`src/rtl/mfc_pkg.sv`:
```
package mfc_pkg;
    // Per-tally state: free counting, or pinned at maximum with flag raised
    typedef enum logic {
        ST_COUNTING = 1'b0,
        ST_PINNED   = 1'b1
    } cnt_state_e;
endpackage

```
`src/rtl/mfc_sat_counter.sv`:
```
module mfc_sat_counter
    import mfc_pkg::*;
#(
    parameter int CNT_W = 16
) (
    input  logic             clk,
    input  logic             rst_n,
    input  logic             evt_i,
    input  logic             clr_i,
    output logic [CNT_W-1:0] count_o,
    output logic             flag_o
);
    localparam logic [CNT_W-1:0] CNT_MAX = {CNT_W{1'b1}};
    localparam logic [CNT_W-1:0] CNT_ONE = CNT_W'(1);

    cnt_state_e       state_q, state_d;
    logic [CNT_W-1:0] cnt_q, cnt_d;

    // State and tally registers
    always_ff @(posedge clk or negedge rst_n) begin
        if (!rst_n) begin
            state_q <= ST_COUNTING;
            cnt_q   <= '0;
        end else begin
            state_q <= state_d;
            cnt_q   <= cnt_d;
        end
    end

    // Next-state and next-tally logic
    always_comb begin
        state_d = state_q;
        cnt_d   = cnt_q;
        unique case (state_q)
            ST_COUNTING: begin
                if (clr_i) begin
                    state_d = ST_COUNTING;
                    cnt_d   = evt_i ? CNT_ONE : '0;
                end else if (evt_i) begin
                    if (cnt_q == CNT_MAX) begin
                        state_d = ST_PINNED;
                    end else begin
                        cnt_d = cnt_q + CNT_ONE;
                    end
                end
            end
            ST_PINNED: begin
                if (clr_i) begin
                    state_d = ST_COUNTING;
                    cnt_d   = evt_i ? CNT_ONE : '0;
                end
            end
            default: begin
                state_d = ST_COUNTING;
                cnt_d   = '0;
            end
        endcase
    end

    // Outputs
    always_comb begin
        count_o = cnt_q;
        flag_o  = (state_q == ST_PINNED);
    end
endmodule

```
`src/rtl/mfc_word_pack.sv`:
```
module mfc_word_pack #(
    parameter int MISS_W = 16,
    parameter int OVF_W  = 11,
    parameter int WORD_W = 32
) (
    input  logic [MISS_W-1:0] miss_cnt_i,
    input  logic              miss_flag_i,
    input  logic [OVF_W-1:0]  ovf_cnt_i,
    input  logic              ovf_flag_i,
    output logic [WORD_W-1:0] word_o
);
    localparam int USED_W = MISS_W + OVF_W + 2;
    localparam int PAD_W  = WORD_W - USED_W;

    logic [USED_W-1:0] used;
    assign used = {ovf_flag_i, ovf_cnt_i, miss_flag_i, miss_cnt_i};

    generate
        if (PAD_W > 0) begin : g_pad
            assign word_o = {{PAD_W{1'b0}}, used};
        end else begin : g_nopad
            assign word_o = used[WORD_W-1:0];
        end
    endgenerate
endmodule

```
`src/rtl/missed_frame_counter.sv`:
```
module missed_frame_counter #(
    parameter int MISS_W = 16,
    parameter int OVF_W  = 11,
    parameter int WORD_W = 32
) (
    input  logic              clk,
    input  logic              rst_n,
    input  logic              nodesc_drop_i,
    input  logic              fifo_drop_i,
    input  logic              rd_clr_i,
    output logic [WORD_W-1:0] status_o
);
    logic [MISS_W-1:0] miss_cnt;
    logic              miss_flag;
    logic [OVF_W-1:0]  ovf_cnt;
    logic              ovf_flag;

    mfc_sat_counter #(.CNT_W(MISS_W)) u_miss_cnt (
        .clk     (clk),
        .rst_n   (rst_n),
        .evt_i   (nodesc_drop_i),
        .clr_i   (rd_clr_i),
        .count_o (miss_cnt),
        .flag_o  (miss_flag)
    );

    mfc_sat_counter #(.CNT_W(OVF_W)) u_ovf_cnt (
        .clk     (clk),
        .rst_n   (rst_n),
        .evt_i   (fifo_drop_i),
        .clr_i   (rd_clr_i),
        .count_o (ovf_cnt),
        .flag_o  (ovf_flag)
    );

    mfc_word_pack #(.MISS_W(MISS_W), .OVF_W(OVF_W), .WORD_W(WORD_W)) u_pack (
        .miss_cnt_i  (miss_cnt),
        .miss_flag_i (miss_flag),
        .ovf_cnt_i   (ovf_cnt),
        .ovf_flag_i  (ovf_flag),
        .word_o      (status_o)
    );
endmodule

```
`config.mk`:
```
export PLATFORM = sky130hd
export DESIGN_NAME = missed_frame_counter
export DESIGN_NICKNAME = d
export VERILOG_FILES = /design/src/rtl/mfc_pkg.sv /design/src/rtl/mfc_sat_counter.sv /design/src/rtl/mfc_word_pack.sv /design/src/rtl/missed_frame_counter.sv
export SDC_FILE = /design/constraint.sdc
export NUM_CORES = 1
export LEC_CHECK = 0
export BUFFER_PORTS_ARGS = -buffer_cell sky130_fd_sc_hd__buf_2
export CORE_ASPECT_RATIO = 0.75
export CORE_UTILIZATION = 45
export DETAILED_ROUTE_END_ITERATION = 10
export PLACE_DENSITY = 0.67
export SLEW_MARGIN = 20
export SYNTH_ARGS = -nofsm -noshare
export SYNTH_HDL_FRONTEND = slang
export SYNTH_HIERARCHICAL = 1
export SYNTH_SLANG_ARGS = --single-unit
```
`constraint.sdc`:
```
create_clock -name clk -period 3.38 [get_ports clk]
set_input_delay 1.014 -clock clk [delete_from_list [all_inputs] [get_ports clk]]
set_output_delay 1.014 -clock clk [all_outputs]
set_load 0.02 [all_outputs]
```
==> run metrics, run 1 <==
status finished, final reports clean; FMAX ~460 MHz; synthesized cell area between 0.0015 and 0.002 mm²; P&R area growth vs syn 5.117%; Mean Syn Cell Area approximately 9.4 µm²; flops & latches, synth 29; post-layout util around 50%; setup TNS 0 ns; Yosys cell types 52; CP peak stage delay roughly 0.5 ns; Die W roughly 79 µm; Crit path buffers/inverters 2; critical path endpoint category flop; post_cts resized 0; die span in y between 50 and 60 µm; max-cap viol count 0; Setup crit start kind primary input; largest delay contributor family on the critical path simple AND/OR/NAND/NOR gates; static leakage around 0.97 nW; total core area a little over 0.004 mm²; nets between 200 and 250; vias per inst roughly 6.0; Worst Setup SP rd_clr_i; Seq/Total Area, Yosys 36.64%; CTS hold repair buffers 0; Clk Latency, worst-skew pair 0.28 ns; Via Count roughly 1600; Reg clk slew, reported paths about 0.07 ns; CP cell instances buf_2 > nand2b_1 > nor4_4 > buf_4 > a311oi_1 > a211oi_2; R2R depth 6; Slew Limit Fails 0; Final GP Congestion 0.7893; dpl hpwl approximately 2.9 mm; largest net degree at the start of global routing 39; number of synthesized flops with an enable pin 0; GRT overflow 0; RR Startpoint u_miss_cnt/count_o[0]; htree depth 2; initial antenna violation count 0; Crit-path slowest cell nor4_4; critical path arrival approximately 2.4 ns; CTS tree yes; number of global-route vias before repair about 1300; row cnt 20; Tcrit/Tclk final between 60% and 70%; Yosys warnings 6; Starting Density between 40% and 50%; post-CTS setup buffer count 0; Tightest Hold Check Type flop to flop; top_reg_cell synth dfrtp_1; RSZ-0062 raised after global routing no; # IOs 37; PwrDens between 300 and 400 mW/mm²; WP data required about 3.6 ns; TritonCTS Buffers 5; max_slew headroom 44.07%; CP Class primary input to flop; endpoints failing hold 0; asr flop ratio synth 100.0%; global-route wire length before repair roughly 7.0 mm; R2R setup slack ~1.3 ns; Total Wirelength roughly 4.2 mm; antenna cells 0; DRC Markers 0; endpoints failing setup 0; r2r endpoint u_miss_cnt/count_o[0]; Crit path depth 6; Max clock buf depth 2; CTS sink cnt 29; placed inst area between 0.0015 and 0.002 mm²; final instance area 0.002082 mm²; DRT iter0 DRCs around 130; critical-path maximum fanout 8; GRT Resource Usage Total approximately 20%; die area between 0.004 and 0.005 mm²; fin crit period between 2 and 2.5 ns; DR WL/cell roughly 16 µm; Routed Antenna Nets 0; worst setup path end u_miss_cnt/count_o[0]; post-synthesis cell count between 200 and 250; worst slew pin tran around 0.83 ns; clk root buf clkbuf_8; Port Buffers 33; Peak VDD IR approximately 0.00020 V; Worst Clk Skew 0.006358 ns; share of layout cells above drive strength 1 24.31%; drt pass-1 iters 5
[cell type report]
class	instances	area (µm²)
clock buffer	7	86.33
clock inverter	1	30.03
fill	407	2047
inverter	3	11.26
multi-input combinational	142	972.2
sequential	29	725.7
tap	55	68.82
timing repair buffer	36	187.7
[state kept, by name, indices dropped and copies added, names as in the netlist]
register,cells
u_ovf_cnt/count_o,11
u_ovf_cnt/flag_o,1
u_miss_cnt/flag_o,1
u_miss_cnt/count_o,16
[power by group]
group / internal, W / switching, W
logic: 0.0000215 / 0.0000475
registers: 0.000354 / 0.0000107
clock network: 0.000240 / 0.000138
total: 0.000615 / 0.000196
[cells in the final DEF, fill, tap and decap left out, types with 2 or more instances in the layout]
master    Yosys  final
a21oi_1       7      7
ha_1          2      2
conb_1        1      3
buf_4        32      3
o21ai_0       3      3
or3_1         4      4
nor2b_1       8      8
o31ai_1      10     10
nor2_1       13     13
nand2b_1      3      3
clkbuf_8      0      6
nand3b_1      2      2
a32oi_1       6      6
a31oi_1       4      4
o211ai_1      2      2
and3_1        3      3
and3b_1       2      2
nand3_1      11     11
or4_1         4      4
a311oi_1      2      2
o21ai_1       2      2
buf_2         1     33
nor4_1        3      3
nor3_1        5      5
nand4_1       5      5
nand2_1      10     10
xnor2_1       3      3
inv_1         3      3
and4_1        3      3
mux2i_1       3      3
dfrtp_1      29     29
[per-stage QoR]
step | power (W) | instances | worst slack [ns] | hold slack [ns]
2_1_floorplan | 0.0004243 | 212 | 1.329 | 0.5071
3_3_place_gp | 0.0004388 | 265 | 0.9645 | 0.5417
3_5_place_dp | 0.0004398 | 265 | 0.9211 | 0.5367
4_1_cts | 0.0008194 | 273 | 1.219 | 0.5522
5_1_grt | 0.0008469 | 273 | 1.076 | 0.5674
6_report | 0.0008116 | 273 | 1.208 | 0.5506
[metal layers]
| layer | vias to the layer above | GRT usage [%] | wire [µm] |
|---|---|---|---|
| met5 | - | 0 | 0 |
| met4 | 0 | 9.524 | 80 |
| met3 | 9 | 4.615 | 302 |
| met2 | 70 | 24.60 | 1663 |
| met1 | 783 | 32.40 | 2186 |
| li1 | 772 | - | - |
[worst reg2reg max path, delay by kind of cell, from the launching register on]
kind	cells	cell delay (ns)
DFF	1	0.48
adders and majority gates	1	0.26
buffers and inverters	1	0.24
AOI/OAI and AO/OA	2	0.33
and+or+nand+nor	2	0.66
[synth_stat cells (2+ instances only)]
master	instances	share of area (%)
mux2i_1	3	1.5
o31ai_1	10	3.8
nor2_1	13	2.5
o21ai_0	3	0.76
and3b_1	2	0.88
buf_4	32	12
nand3b_1	2	0.76
o211ai_1	2	0.76
nand2b_1	3	0.95
inv_1	3	0.57
dfrtp_1	29	37
a21oi_1	7	1.8
nand4_1	5	1.6
a311oi_1	2	0.88
ha_1	2	1.3
a32oi_1	6	2.7
o21ai_1	2	0.51
clkbuf_1	2	0.38
and4_1	3	1.3
or3_1	4	1.3
nor4_1	3	0.95
xnor2_1	3	1.3
nand2_1	10	1.9
buf_6	2	1.1
nor3_1	5	1.3
nor2b_1	8	2.5
a31oi_1	4	1.3
or4_1	4	1.5
and3_1	3	0.95
nand3_1	11	2.8
[logic make-up (layout without fill, tap and decap cells)]
group | after synthesis | count (layout) | share of synthesized area (%)
xor gates and xnor gates | 4 | 4 | 1.769
buffers and inverters | 41 | 47 | 14.66
adders and majority gates | 2 | 2 | 1.263
and+or+nand+nor | 86 | 86 | 27.29
AOI/OAI and AO/OA | 43 | 43 | 16.11
other | 1 | 3 | 0.1893
muxes | 4 | 4 | 2.085
DFF | 29 | 29 | 36.64
[how the worst min path moves through the flow]
stage / startpoint / endpoint / slack, ns / cells after the start
floorplan: u_ovf_cnt/count_o[10] / u_ovf_cnt/count_o[10] / 0.51 / 2
global placement: u_ovf_cnt/count_o[10] / u_ovf_cnt/count_o[10] / 0.54 / 2
detailed placement: u_ovf_cnt/count_o[10] / u_ovf_cnt/count_o[10] / 0.54 / 2
CTS: u_ovf_cnt/count_o[10] / u_ovf_cnt/count_o[10] / 0.55 / 2
global route: u_ovf_cnt/count_o[10] / u_ovf_cnt/count_o[10] / 0.57 / 2
finish: u_ovf_cnt/count_o[10] / u_ovf_cnt/count_o[10] / 0.55 / 2
Note: power is estimated with default switching activity, not from simulation.
==> inputs of run 2 (changes only) <==
==> constraint.sdc (replaced) <==
create_clock -name clk -period 2.2 [get_ports clk]
set_input_delay 0.66 -clock clk [delete_from_list [all_inputs] [get_ports clk]]
set_output_delay 0.66 -clock clk [all_outputs]
set_load 0.02 [all_outputs]
==> run 2 against run 1 <==
  * Clock power is 75% higher
  * Largest cell class unchanged
  * Flip-flop and latch count stayed put
  * Die area stayed put
  * Setup slack worse by 0.94 ns
  * Cell area is 1.6% higher
  * Clock skew hardly changed
  * Worst hold slack worse by 0.15 ns
  * Global-route usage is 0.094 points higher
  * Sequential power is 54% higher
  * Clock-buffer cell count is 2 lower
  * Wire length is 3.0% higher
==> run metrics, run 2 (same netlist as run 1, synthesis figures left out) <==
Total Wirelength about 4.4 mm; Starting Density a little under half; R2R depth 5; clk root buf clkbuf_8; Crit path buffers/inverters 0; DR WL/cell roughly 16 µm; WHS just under 0.4 ns; Max clock buf depth 2; initial antenna violation count 0; CTS sink cnt 29; max reg flops 16; placed inst area 0.001973 mm²; Crit-path slowest cell o311ai_1; total core area slightly above 0.004 mm²; Worst Clk Skew between 0.006 and 0.007 ns; most common cell after layout, fill and taps aside buf_2; vias per inst just under 6; fill count 403; Slew Limit Fails 0; largest delay contributor family on the critical path compound AO/OA/AOI/OAI gates; CP Class flop to flop; global-route wire length before repair between 7 and 8 mm; P&R area growth vs syn 6.823%; post-CTS setup buffer count 0; antenna cells 0; Final GP Congestion between 0.7 and 0.8; # IOs 37; setup TNS 0 ns; critical path endpoint category flop; die area ~0.0047 mm²; share of layout cells above drive strength 1 between 20% and 30%; PwrDens about 630 mW/mm²; endpoints failing hold 0; WP data required approximately 2.4 ns; Tcrit/Tclk final 87.63%; CTS hold repair buffers 0; drt pass-1 iters 4; DRC Markers 0; row cnt 20; TritonCTS Buffers 5; Die W approximately 79 µm; max_slew headroom about 57%; max-cap viol count 0; die span in y about 59 µm; dpl hpwl between 2 and 3 mm; endpoints failing setup 0; GRT overflow 0; Tightest Hold Check Type primary input to async pin; Port Buffers 33; status finished, final reports clean; CTS tree yes; R2R setup slack 0.27 ns; CP peak stage delay ~0.47 ns; Via Count ~1600; CP cell instances ha_1 > nand4_1 > o311ai_1 > nor2_1 > mux2_1; worst slew pin tran 0.6385 ns; nets ~230; number of global-route vias before repair approximately 1400; critical path arrival 2.09 ns; FMAX around 520 MHz; GRT Resource Usage Total 20.35%; Peak VDD IR approximately 0.00032 V; r2r endpoint u_ovf_cnt/count_o[6]; Setup crit start kind flop; RSZ-0062 raised after global routing no; fin crit period approximately 1.9 ns; static leakage roughly 0.98 nW; final instance area 0.002116 mm²; critical-path maximum fanout 5; htree depth 2; dpl ws roughly 0.2 ns; largest net degree at the start of global routing 39; DRT iter0 DRCs 149; Reg clk slew, reported paths approximately 0.07 ns; commonest cells after routing, fill and taps aside buf_2, dfrtp_1, nor2_1; RR Startpoint u_ovf_cnt/count_o[0]; Routed Antenna Nets 0; Final Worst Setup Slack about 0.27 ns; Clk Latency, worst-skew pair 0.28 ns
-- run 2: cell count changes in the layout (fill, tap and decap cells not counted) --
cell / previous run / this run
o31ai_4: 0 / 1
clkbuf_8: 6 / 5
o31ai_2: 1 / 0
bufinv_16: 1 / 2
clkbuf_1: 1 / 0
buf_4: 3 / 4
clkinv_2: 0 / 1
-- run 2: metrics by stage --
step | utilization [%] | instances | total power, W
2_1_floorplan | - | 212 | 0.0006519
3_3_place_gp | 47.79 | 266 | 0.0006731
3_5_place_dp | 47.79 | 266 | 0.0006749
4_1_cts | 51.03 | 274 | 0.001331
5_1_grt | 51.24 | 274 | 0.001383
6_report | 51.24 | 274 | 0.001325
-- run 2: worst max-delay path by stage --
stage,from,to,slack [ns],depth (start not counted)
after floorplan,fifo_drop_i,u_ovf_cnt/count_o[5],0.50,5
after global placement,u_ovf_cnt/count_o[0],u_ovf_cnt/count_o[1],0.28,5
after detailed placement,u_ovf_cnt/count_o[0],u_ovf_cnt/count_o[1],0.20,5
after CTS,u_ovf_cnt/count_o[0],u_ovf_cnt/count_o[1],0.19,5
after global routing,u_ovf_cnt/count_o[0],u_ovf_cnt/count_o[1],0.18,5
final,u_ovf_cnt/count_o[0],u_ovf_cnt/count_o[6],0.27,5
-- run 2: power by group --
group	total (W)	internal [W]	leakage [nW]	switching (W)
sequential	0.000559	0.000543	0.399	0.0000159
clock	0.000660	0.000450	0.0681	0.000210
combinational	0.000106	0.0000333	0.515	0.0000728
total	0.00133	0.00103	0.982	0.000299
-- run 2: layout make-up --
cell class	count	area [µm²]	share of cell area [%]
Tap cell	55	68.82	3.253
Clock buffer	5	68.82	3.253
Inverter	3	11.26	0.5322
Multi-Input combinational cell	142	980.9	46.36
Sequential cell	29	725.7	34.30
Timing Repair Buffer	37	195.2	9.225
Clock inverter	3	65.06	3.075
-- run 2: what timing repair did --
| action | 4_1_cts | 5_1_grt |
|---|---|---|
| setup endpoints to repair | 0 | 1 |
| endpoints found under the hold margin | 0 | 0 |
| resized for setup | 0 | 1 |
-- run 2: layer usage --
| layer | global-route usage, % | up-vias | share of wire [%] |
|---|---|---|---|
| met5 | 0 | - | 0 |
| li1 | - | 769 | - |
| met1 | 30.29 | 802 | 51 |
| met2 | 27.70 | 54 | 41 |
| met4 | 7.407 | 0 | 0.85 |
| met3 | 5.692 | 4 | 7.0 |
